## src/rtl/tdu_pkg.sv

```systemverilog
package tdu_pkg;

    // length of the stretched start request in fast cycles
    localparam int REQ_LEN = 4;

    // number of operand pairs handled per sequence
    localparam int NUM_PAIRS = 3;

    typedef enum logic [2:0] {
        ST_IDLE,
        ST_LOAD_AB,
        ST_SUB_AB,
        ST_LOAD_CD,
        ST_SUB_CD,
        ST_LOAD_EF,
        ST_SUB_EF,
        ST_DONE
    } seq_state_t;

    typedef logic [1:0] pair_idx_t;

endpackage

```

## src/rtl/tdu_enable_gen.sv

```systemverilog
module tdu_enable_gen #(
    parameter int DIV = 4
) (
    input  logic clk,
    input  logic rst,
    output logic en
);
    localparam int CW = (DIV > 1) ? $clog2(DIV) : 1;
    localparam logic [CW-1:0] LAST = CW'(DIV - 1);

    logic [CW-1:0] cnt_q;

    always_ff @(posedge clk) begin
        if (rst) begin
            cnt_q <= '0;
        end else if (cnt_q == LAST) begin
            cnt_q <= '0;
        end else begin
            cnt_q <= cnt_q + 1'b1;
        end
    end

    assign en = (cnt_q == LAST);

endmodule

```

## src/rtl/tdu_req_stretch.sv

```systemverilog
module tdu_req_stretch #(
    parameter int LEN = 4
) (
    input  logic clk,
    input  logic rst,
    input  logic load,
    output logic req
);
    logic [LEN-1:0] sr_q;

    // loaded with all ones, then drained by one bit per fast cycle
    always_ff @(posedge clk) begin
        if (rst) begin
            sr_q <= '0;
        end else if (load) begin
            sr_q <= '1;
        end else begin
            sr_q <= {1'b0, sr_q[LEN-1:1]};
        end
    end

    assign req = sr_q[0];

endmodule

```

## src/rtl/tdu_operand_bank.sv

```systemverilog
module tdu_operand_bank #(
    parameter int W = 64,
    parameter int N = 6
) (
    input  logic                clk,
    input  logic                capture,
    input  logic [N-1:0][W-1:0] ops_in,
    output logic [N-1:0][W-1:0] ops_q
);
    for (genvar i = 0; i < N; i++) begin : g_slot
        always_ff @(posedge clk) begin
            if (capture) begin
                ops_q[i] <= ops_in[i];
            end
        end
    end

endmodule

```

## src/rtl/tdu_sequencer.sv

```systemverilog
module tdu_sequencer
    import tdu_pkg::*;
(
    input  logic       clk,
    input  logic       rst,
    input  logic       en,
    input  logic       req,
    output seq_state_t state,
    output pair_idx_t  sel,
    output logic       load_in,
    output logic       cap_diff,
    output logic       publish,
    output logic       seq_busy,
    output logic       done
);
    seq_state_t state_q;
    seq_state_t state_d;

    // state register
    always_ff @(posedge clk) begin
        if (rst) begin
            state_q <= ST_IDLE;
        end else begin
            state_q <= state_d;
        end
    end

    // next state: every move waits for the enable
    always_comb begin
        state_d = state_q;
        if (en) begin
            unique case (state_q)
                ST_IDLE:    if (req) state_d = ST_LOAD_AB;
                ST_LOAD_AB: state_d = ST_SUB_AB;
                ST_SUB_AB:  state_d = ST_LOAD_CD;
                ST_LOAD_CD: state_d = ST_SUB_CD;
                ST_SUB_CD:  state_d = ST_LOAD_EF;
                ST_LOAD_EF: state_d = ST_SUB_EF;
                ST_SUB_EF:  state_d = ST_DONE;
                ST_DONE:    state_d = ST_IDLE;
            endcase
        end
    end

    // outputs decoded from the current state
    always_comb begin
        sel      = 2'd0;
        load_in  = 1'b0;
        cap_diff = 1'b0;
        publish  = 1'b0;
        unique case (state_q)
            ST_IDLE: ;
            ST_LOAD_AB: begin sel = 2'd0; load_in  = en; end
            ST_SUB_AB:  begin sel = 2'd0; cap_diff = en; end
            ST_LOAD_CD: begin sel = 2'd1; load_in  = en; end
            ST_SUB_CD:  begin sel = 2'd1; cap_diff = en; end
            ST_LOAD_EF: begin sel = 2'd2; load_in  = en; end
            ST_SUB_EF:  begin sel = 2'd2; cap_diff = en; end
            ST_DONE:    publish = en;
        endcase
    end

    always_ff @(posedge clk) begin
        if (rst) begin
            done <= 1'b0;
        end else begin
            done <= publish;
        end
    end

    assign state    = state_q;
    assign seq_busy = (state_q != ST_IDLE);

endmodule

```

## src/rtl/tdu_sub_core.sv

```systemverilog
module tdu_sub_core
    import tdu_pkg::*;
#(
    parameter int W = 64
) (
    input  logic                              clk,
    input  logic                              rst,
    input  logic [2*NUM_PAIRS-1:0][W-1:0]     ops,
    input  pair_idx_t                         sel,
    input  logic                              load_in,
    input  logic                              cap_diff,
    input  logic                              publish,
    output logic [NUM_PAIRS-1:0][W:0]         res
);
    logic [W-1:0] in0_q;
    logic [W-1:0] in1_q;
    logic [W:0]   diff_w;
    logic [2:0]   idx_min;
    logic [2:0]   idx_sub;

    assign idx_min = {sel, 1'b0};
    assign idx_sub = {sel, 1'b1};

    // subtractor input registers, written on a LOAD step
    always_ff @(posedge clk) begin
        if (rst) begin
            in0_q <= '0;
            in1_q <= '0;
        end else if (load_in) begin
            in0_q <= ops[idx_min];
            in1_q <= ops[idx_sub];
        end
    end

    // wide path: has a full enable period to settle
    assign diff_w = {1'b0, in0_q} - {1'b0, in1_q};

    for (genvar i = 0; i < NUM_PAIRS; i++) begin : g_pair
        logic [W:0] slot_q;
        logic [W:0] out_q;

        always_ff @(posedge clk) begin
            if (rst) begin
                slot_q <= '0;
            end else if (cap_diff && (sel == pair_idx_t'(i))) begin
                slot_q <= diff_w;
            end
        end

        always_ff @(posedge clk) begin
            if (rst) begin
                out_q <= '0;
            end else if (publish) begin
                out_q <= slot_q;
            end
        end

        assign res[i] = out_q;
    end

endmodule

```

## src/rtl/triple_diff_unit.sv

```systemverilog
module triple_diff_unit
    import tdu_pkg::*;
#(
    parameter int W   = 64,
    parameter int DIV = 4
) (
    input  logic         clk,
    input  logic         rst,
    input  logic         new_data,
    input  logic [W-1:0] op_a,
    input  logic [W-1:0] op_b,
    input  logic [W-1:0] op_c,
    input  logic [W-1:0] op_d,
    input  logic [W-1:0] op_e,
    input  logic [W-1:0] op_f,
    output logic [W-1:0] res_ab,
    output logic [W-1:0] res_cd,
    output logic [W-1:0] res_ef,
    output logic         brw_ab,
    output logic         brw_cd,
    output logic         brw_ef,
    output logic         done,
    output logic         busy
);
    localparam int NOPS = 2 * NUM_PAIRS;

    logic                      en_w;
    logic                      req_w;
    logic                      capture_w;
    logic                      seq_busy_w;
    logic                      load_in_w;
    logic                      cap_diff_w;
    logic                      publish_w;
    pair_idx_t                 sel_w;
    seq_state_t                state_w;
    logic [NOPS-1:0][W-1:0]    ops_in_w;
    logic [NOPS-1:0][W-1:0]    ops_q_w;
    logic [NUM_PAIRS-1:0][W:0] res_w;

    assign busy      = seq_busy_w | req_w;
    assign capture_w = new_data & ~busy;
    assign ops_in_w  = {op_f, op_e, op_d, op_c, op_b, op_a};

    tdu_enable_gen #(.DIV(DIV)) u_en (
        .clk (clk),
        .rst (rst),
        .en  (en_w)
    );

    tdu_req_stretch #(.LEN(REQ_LEN)) u_req (
        .clk  (clk),
        .rst  (rst),
        .load (capture_w),
        .req  (req_w)
    );

    tdu_operand_bank #(.W(W), .N(NOPS)) u_bank (
        .clk     (clk),
        .capture (capture_w),
        .ops_in  (ops_in_w),
        .ops_q   (ops_q_w)
    );

    tdu_sequencer u_seq (
        .clk      (clk),
        .rst      (rst),
        .en       (en_w),
        .req      (req_w),
        .state    (state_w),
        .sel      (sel_w),
        .load_in  (load_in_w),
        .cap_diff (cap_diff_w),
        .publish  (publish_w),
        .seq_busy (seq_busy_w),
        .done     (done)
    );

    tdu_sub_core #(.W(W)) u_core (
        .clk      (clk),
        .rst      (rst),
        .ops      (ops_q_w),
        .sel      (sel_w),
        .load_in  (load_in_w),
        .cap_diff (cap_diff_w),
        .publish  (publish_w),
        .res      (res_w)
    );

    assign res_ab = res_w[0][W-1:0];
    assign brw_ab = res_w[0][W];
    assign res_cd = res_w[1][W-1:0];
    assign brw_cd = res_w[1][W];
    assign res_ef = res_w[2][W-1:0];
    assign brw_ef = res_w[2][W];

endmodule

```

## config.mk

```make
export PLATFORM = sky130hd
export DESIGN_NAME = triple_diff_unit
export DESIGN_NICKNAME = d
export VERILOG_FILES = /design/src/rtl/tdu_pkg.sv /design/src/rtl/tdu_enable_gen.sv /design/src/rtl/tdu_req_stretch.sv /design/src/rtl/tdu_operand_bank.sv /design/src/rtl/tdu_sequencer.sv /design/src/rtl/tdu_sub_core.sv /design/src/rtl/triple_diff_unit.sv
export SDC_FILE = /design/constraint.sdc
export NUM_CORES = 2
export LEC_CHECK = 0
export CAP_MARGIN = 10
export CORE_UTILIZATION = 45
export CTS_CLUSTER_DIAMETER = 60
export DETAILED_ROUTE_END_ITERATION = 16
export PLACE_DENSITY = 0.71
export SKIP_CTS_REPAIR_TIMING = 1
export SKIP_LAST_GASP = 1
export SLEW_MARGIN = 20
export SYNTH_ARGS = -nofsm -noshare
export SYNTH_HDL_FRONTEND = slang
export SYNTH_SLANG_ARGS = --single-unit
```

## constraint.sdc

```tcl
create_clock -name clk -period 60.8 [get_ports clk]
set_input_delay 9.12 -clock clk [delete_from_list [all_inputs] [get_ports clk]]
set_output_delay 9.12 -clock clk [all_outputs]
set_load 0.05 [all_outputs]
```

# Yosys cells after proc, flatten, opt, wreduce, memory -nomap -nowiden
# Cells that the tools add are included.
# totals
inputBits,387
regBits,912
# classes
n_bitwise,3
mux,11
n_lt_le_gt_ge,2
eq_ne,11
n_reduce_logical,12
n_addsub,2
# op_table
op,count
64-bit binary-select mux with 2-bit select,2
64-bit 2-to-1 mux,2
64-bit by 64-bit subtractor with 65-bit output,1
3-bit one-hot mux with 8 select lines,1
"3-bit == test, second input constant",4
"3-bit by 4-bit < comparator with 1-bit output, second input constant",2
"3-bit by 2-bit == test with 1-bit output, second input constant",2
2-bit OR reduction,3
3-bit OR reduction,2
"2-bit == test, second input constant",2
4-bit 2-to-1 mux,1
2-bit one-hot mux with 2 select lines,1
"3-bit by 1-bit == test with 1-bit output, second input constant",1
1-bit logical AND,3
3-bit logical NOT,1
1-bit 2-to-1 mux,3
3-bit 2-to-1 mux,1
3-bit nonzero test,1
"2-bit by 1-bit adder with 2-bit output, second input constant",1
"2-bit by 1-bit == test with 1-bit output, second input constant",1
2-bit logical NOT,1
"2-bit inequality test, second input constant",1
2-bit AND reduction,1
1-bit AND,1
other kinds (2),2

# Longest topological paths before layout
# logic_depth
depth_word,5
mapped_depth,13

# By module
# A second synthesis with hierarchy kept.
# unflattened
cells_unflattened,3385
area_unflattened_um2,36670.2
# by_module_without_submodules
module,area_per_inst_um2,seq_area_each_um2,n_inst,cells_each
tdu_sub_core,24669.9,10369.9,1,2956
tdu_operand_bank,11531.1,11531.1,1,384
tdu_sequencer,261.5,80.1,1,30
tdu_req_stretch,118.9,80.1,1,8
tdu_enable_gen,75.1,40.0,1,5
triple_diff_unit,13.8,0.0,1,2

# Least setup slack after synthesis
# OpenSTA, ideal clock, no wires.
# synth_path
path_type,input -> register
from,input port new_data
to,register u_bank.ops_q[0] (netlist name) (enable)
arrival_time_ns,25.017
path_slack_ns,34.640
cell_stages,2
setup_ns,1.143
required_time_ns,59.657
cell_sequence,inv_1 nor2_1
# synth_via
elab_chain_cells,1
# synth_rtl
item,line,text
from (decl),triple_diff_unit.sv:9,"input logic new_data,"
1-bit AND,triple_diff_unit.sv:41,assign capture_w = new_data & ~busy;
net capture_w,triple_diff_unit.sv:29,logic capture_w;
"to (signal, indexed assignment)",tdu_operand_bank.sv:13,ops_q[i] <= ops_in[i];
to (decl),tdu_operand_bank.sv:8,output logic [N-1:0][W-1:0] ops_q
# The timed path passes the listed nets, and every way through them passes these cells.
# A chain may end at the register's enable or synchronous reset.

# Worst setup path after layout
# layout_path
from,input port new_data
to,register u_bank.ops_q[118] (netlist name) (enable)
# The elaborated chain is that of the path after synthesis.

==> flow_metrics.env <==
export IMPL_status="completed"
export IMPL_yosys_area_top_type_share_pct=33.0
export IMPL_synth_seq_area_share_pct=63.2
export IMPL_clk_latency_ns=0.65
export IMPL_worst_slew_pin_slew_ns=1.08
export IMPL_yosys_register_bits=912
export IMPL_critPathMaxFanout=93
export IMPL_vias_per_cell=5.41
export IMPL_power_leakage_uw=0.0153
export IMPL_grt_first_pass_wirelength_mm=147
export IMPL_grt_pass1_vias=24900
export IMPL_route_detailed_wl_per_inst_um=20.1
export IMPL_final_max_slew_violation_count=0
export IMPL_worst_r2r_path_depth=8
export IMPL_avgSynthCellArea_sq_um=10.5
export IMPL_cells_after_synth=3315
export IMPL_worst_clock_skew_ns=0.0368
export IMPL_fraction_of_synthesis_flops_using_an_asynchronous_set_or_reset_pin_pct=0
export IMPL_worstReg2RegStart="u_seq.state[1]"
export IMPL_sequentialPowerShare_pct=49.2
export IMPL_post_synth_num_cell_types=60
export IMPL_yosys_cell_count_top_type="sky130_fd_sc_hd__nand2_1"
export IMPL_synth_fp_nets=3772
export IMPL_synth_commonest_cells="sky130_fd_sc_hd__nand2_1, sky130_fd_sc_hd__dfxtp_1, sky130_fd_sc_hd__a21oi_1, sky130_fd_sc_hd__edfxtp_1, sky130_fd_sc_hd__clkbuf_1"
export IMPL_dpl_hpwl_mm=67.0
export IMPL_p_int_uw=1050
export IMPL_routabilityCongestion=0.858
export IMPL_drt_initial_drc_count=2712
export IMPL_main_flop_type_after_synthesis="sky130_fd_sc_hd__dfxtp_1"
export IMPL_groute_usage_overall_pct=24.4
export IMPL_hold_path_startpoint="u_core.g_pair[2].slot_q[4]"
export IMPL_design_die_area_sq_um=78800
export IMPL_timing_limited_maximum_frequency_ghz=0.0779
export IMPL_num_io_pins=584
export IMPL_buffer_ports_inserted=583
export IMPL_cts_buffer_depth=3
export IMPL_power_per_cell_area_nw_per_um2=30.2
export IMPL_hold_path_cell_count=2
export IMPL_synth_area_top_cells="sky130_fd_sc_hd__edfxtp_1, sky130_fd_sc_hd__dfxtp_1, sky130_fd_sc_hd__nand2_1, sky130_fd_sc_hd__a21oi_1, sky130_fd_sc_hd__a222oi_1"
export IMPL_synth_edf_count=384
export IMPL_setup_slack_ns=47.97
export IMPL_worst_path_arrival_ns=13.10
export IMPL_cp_required_ns=61.07
export IMPL_tritoncts="built"
export IMPL_htree_num_levels=3
export IMPL_critPathSlowestCell="sky130_fd_sc_hd__buf_4"
export IMPL_postLayoutCellArea_sq_um=44800
export IMPL_timing_critical_path_cells="clkdlybuf4s50_1 > inv_1 > nor2_4 > buf_4 > buf_4 > buf_4 > buf_6"
export IMPL_placementRows=101
export IMPL_synth_area_leader_cell="sky130_fd_sc_hd__edfxtp_1"
export IMPL_cts_sinks=912
export IMPL_ys_warns=0
export IMPL_cpLargestDelayFamily="buffers and inverters"
export IMPL_instances_no_fill=4896
export IMPL_cts_made_buffers=94
export IMPL_grt_antenna_before_repair=11
export IMPL_dr_pass1_iters=9
export IMPL_cp_common_cell="sky130_fd_sc_hd__buf_4"
export IMPL_rsz0062_at_grt="false"
export IMPL_slowest_delay_ns=0.89
export IMPL_core_sq_um=76300
export IMPL_nNetsFinal=4236
export IMPL_finalHoldViolations=0
export IMPL_dieWidth_um=281
export IMPL_max_cap_violations=0
export IMPL_layout_min_cycle_time_ns=12.83
export IMPL_end_kind="flop"
export IMPL_layout_area_overhead_vs_synth_pct=28.1
export IMPL_syn_cell_area_sq_um=34900
export IMPL_detail_route_wirelength_mm=98.6
export IMPL_die_height_um=281
export IMPL_detailroute_via_count=26500
export IMPL_cts_root_buf="sky130_fd_sc_hd__clkbuf_16"
export IMPL_regToRegEndpoint="u_bank.ops_q[118]"
export IMPL_maximum_number_of_pins_on_one_net_before_global_route_repair=237
export IMPL_min_period_over_period_pct=21.1
export IMPL_postPlaceCellArea_sq_um=41400
export IMPL_global_route_overflow_total=0
export IMPL_clock_power_share_pct=44.4
export IMPL_final_fill_count=6509
export IMPL_clkSlewWorstSetupHoldPaths_ns=0.06
export IMPL_r2r_slack_ns=55.80
export IMPL_combinationalPowerShare_pct=6.4
export IMPL_finalSetupTns_ns=0
export IMPL_timing_slew_headroom_pct=27.9
export IMPL_setup_worst_path_start_class="primary input"
export IMPL_vdd_ir_drop_worst_mv=0.0288
export IMPL_dp_slack_ns=47.07
export IMPL_start_util_pct=45.8
export IMPL_holdPathEnd="u_core.g_pair[2].out_q[4]"
export IMPL_drcViolationCount=0
export IMPL_drive_gt1_share_pct=5.32
export IMPL_switching_share_of_power_pct=22.2
export IMPL_placedCellCount=4713
export IMPL_class_of_the_most_critical_setup_path="primary input to flop"
export IMPL_buffers_and_inverters_on_the_worst_path=6
export IMPL_setup_violations=0
export IMPL_worst_hold_path_type="flop to flop"
export IMPL_ant_nets=0
export IMPL_power_switching_uw=300
## metrics by stage
| step | utilization (%) | hold WS, ns | power, uW |
|---|---|---|---|
| 6_report | 58.7 | 0.441 | 1350 |
| 5_1_grt | 58.7 | 0.459 | 1400 |
| 4_1_cts | 58.6 | 0.440 | 1360 |
| 3_5_place_dp | 54.3 | 0.432 | 766 |
| 3_3_place_gp | 54.3 | 0.417 | 765 |
| 2_1_floorplan | - | 0.408 | 727 |
## sequential cells by signal (all words and copies together), names as in the netlist
signal,cells
u_en.cnt_q,2
u_core.g_pair.slot_q,195
u_seq.done,1
u_req.sr_q,4
u_core.in1_q,64
u_core.in0_q,64
u_seq.state,3
u_core.g_pair.out_q,195
u_bank.ops_q,384
## kinds of logic (layout without fill, tap and decap cells)
| group | after synthesis | in the layout | synth area share, % |
|---|---|---|---|
| AND/OR/NAND/NOR | 1064 | 1064 | 12.5 |
| other | 0 | 9 | 0 |
| adder cells (fa/ha/maj) | 70 | 70 | 2.53 |
| AO/OA/AOI/OAI | 894 | 894 | 16.9 |
| buffers and inverters | 320 | 862 | 3.46 |
| XOR/XNOR | 55 | 55 | 1.38 |
| flip-flops | 912 | 912 | 63.2 |
## worst min-delay path, stage by stage, from the launching register on
cell and delay, ns:
sky130_fd_sc_hd__dfxtp_1 0.31, sky130_fd_sc_hd__nand2_1 0.05, sky130_fd_sc_hd__a21oi_1 0.05
## layout by cell type, fill, tap and decap left out, types with 51 or more instances in the layout
cell type                         count
sky130_fd_sc_hd__edfxtp_1           384
sky130_fd_sc_hd__a21oi_1            404
sky130_fd_sc_hd__inv_1               78
sky130_fd_sc_hd__clkbuf_16          100
sky130_fd_sc_hd__a21o_1              51
sky130_fd_sc_hd__o21ai_0             63
sky130_fd_sc_hd__clkdlybuf4s50_1    582
sky130_fd_sc_hd__dfxtp_1            528
sky130_fd_sc_hd__nor2_1             214
sky130_fd_sc_hd__a211oi_1           155
sky130_fd_sc_hd__a222oi_1           128
sky130_fd_sc_hd__ha_1                69
sky130_fd_sc_hd__nand2_1            708
## power groups by stage
stage	clock network, uW	logic [uW]	registers, uW
finish	601	86.7	667
CTS	611	86.7	667
detailed placement	0	86.3	680
floorplan	0	36.7	690
global route	638	92.2	668
global placement	0	85.7	679
## layout make-up
cell class | instances | area, sq um | area share (%)
Sequential cell | 912 | 22100 | 49.4
Clock buffer | 133 | 2740 | 6.11
Timing Repair Buffer | 610 | 6070 | 13.6
Tap cell | 1030 | 1290 | 2.88
Clock inverter | 41 | 559 | 1.25
Multi-Input combinational cell | 2083 | 11700 | 26.1
Inverter | 78 | 293 | 0.654
Antenna cell | 9 | 22.5 | 0.0503
## how the worst max path moves through the flow
stage / startpoint / end / slack (ns) / depth (start not counted)
after floorplan: new_data / u_bank.ops_q[0] / 34.64 / 2
after global placement: new_data / u_bank.ops_q[182] / 47.22 / 7
after detailed placement: new_data / u_bank.ops_q[118] / 47.07 / 7
after CTS: new_data / u_bank.ops_q[183] / 47.75 / 7
after global routing: new_data / u_bank.ops_q[183] / 47.78 / 7
final: new_data / u_bank.ops_q[118] / 47.97 / 7
## metal layers
metal	up-vias	share of wire [%]	track usage (%)
li1	12900	-	-
met1	12500	44	33.8
met3	147	7.2	4.81
met4	6	2.4	7.82
met2	959	46	38.3
met5	-	0.043	0
(Power assumes the default switching activity.)
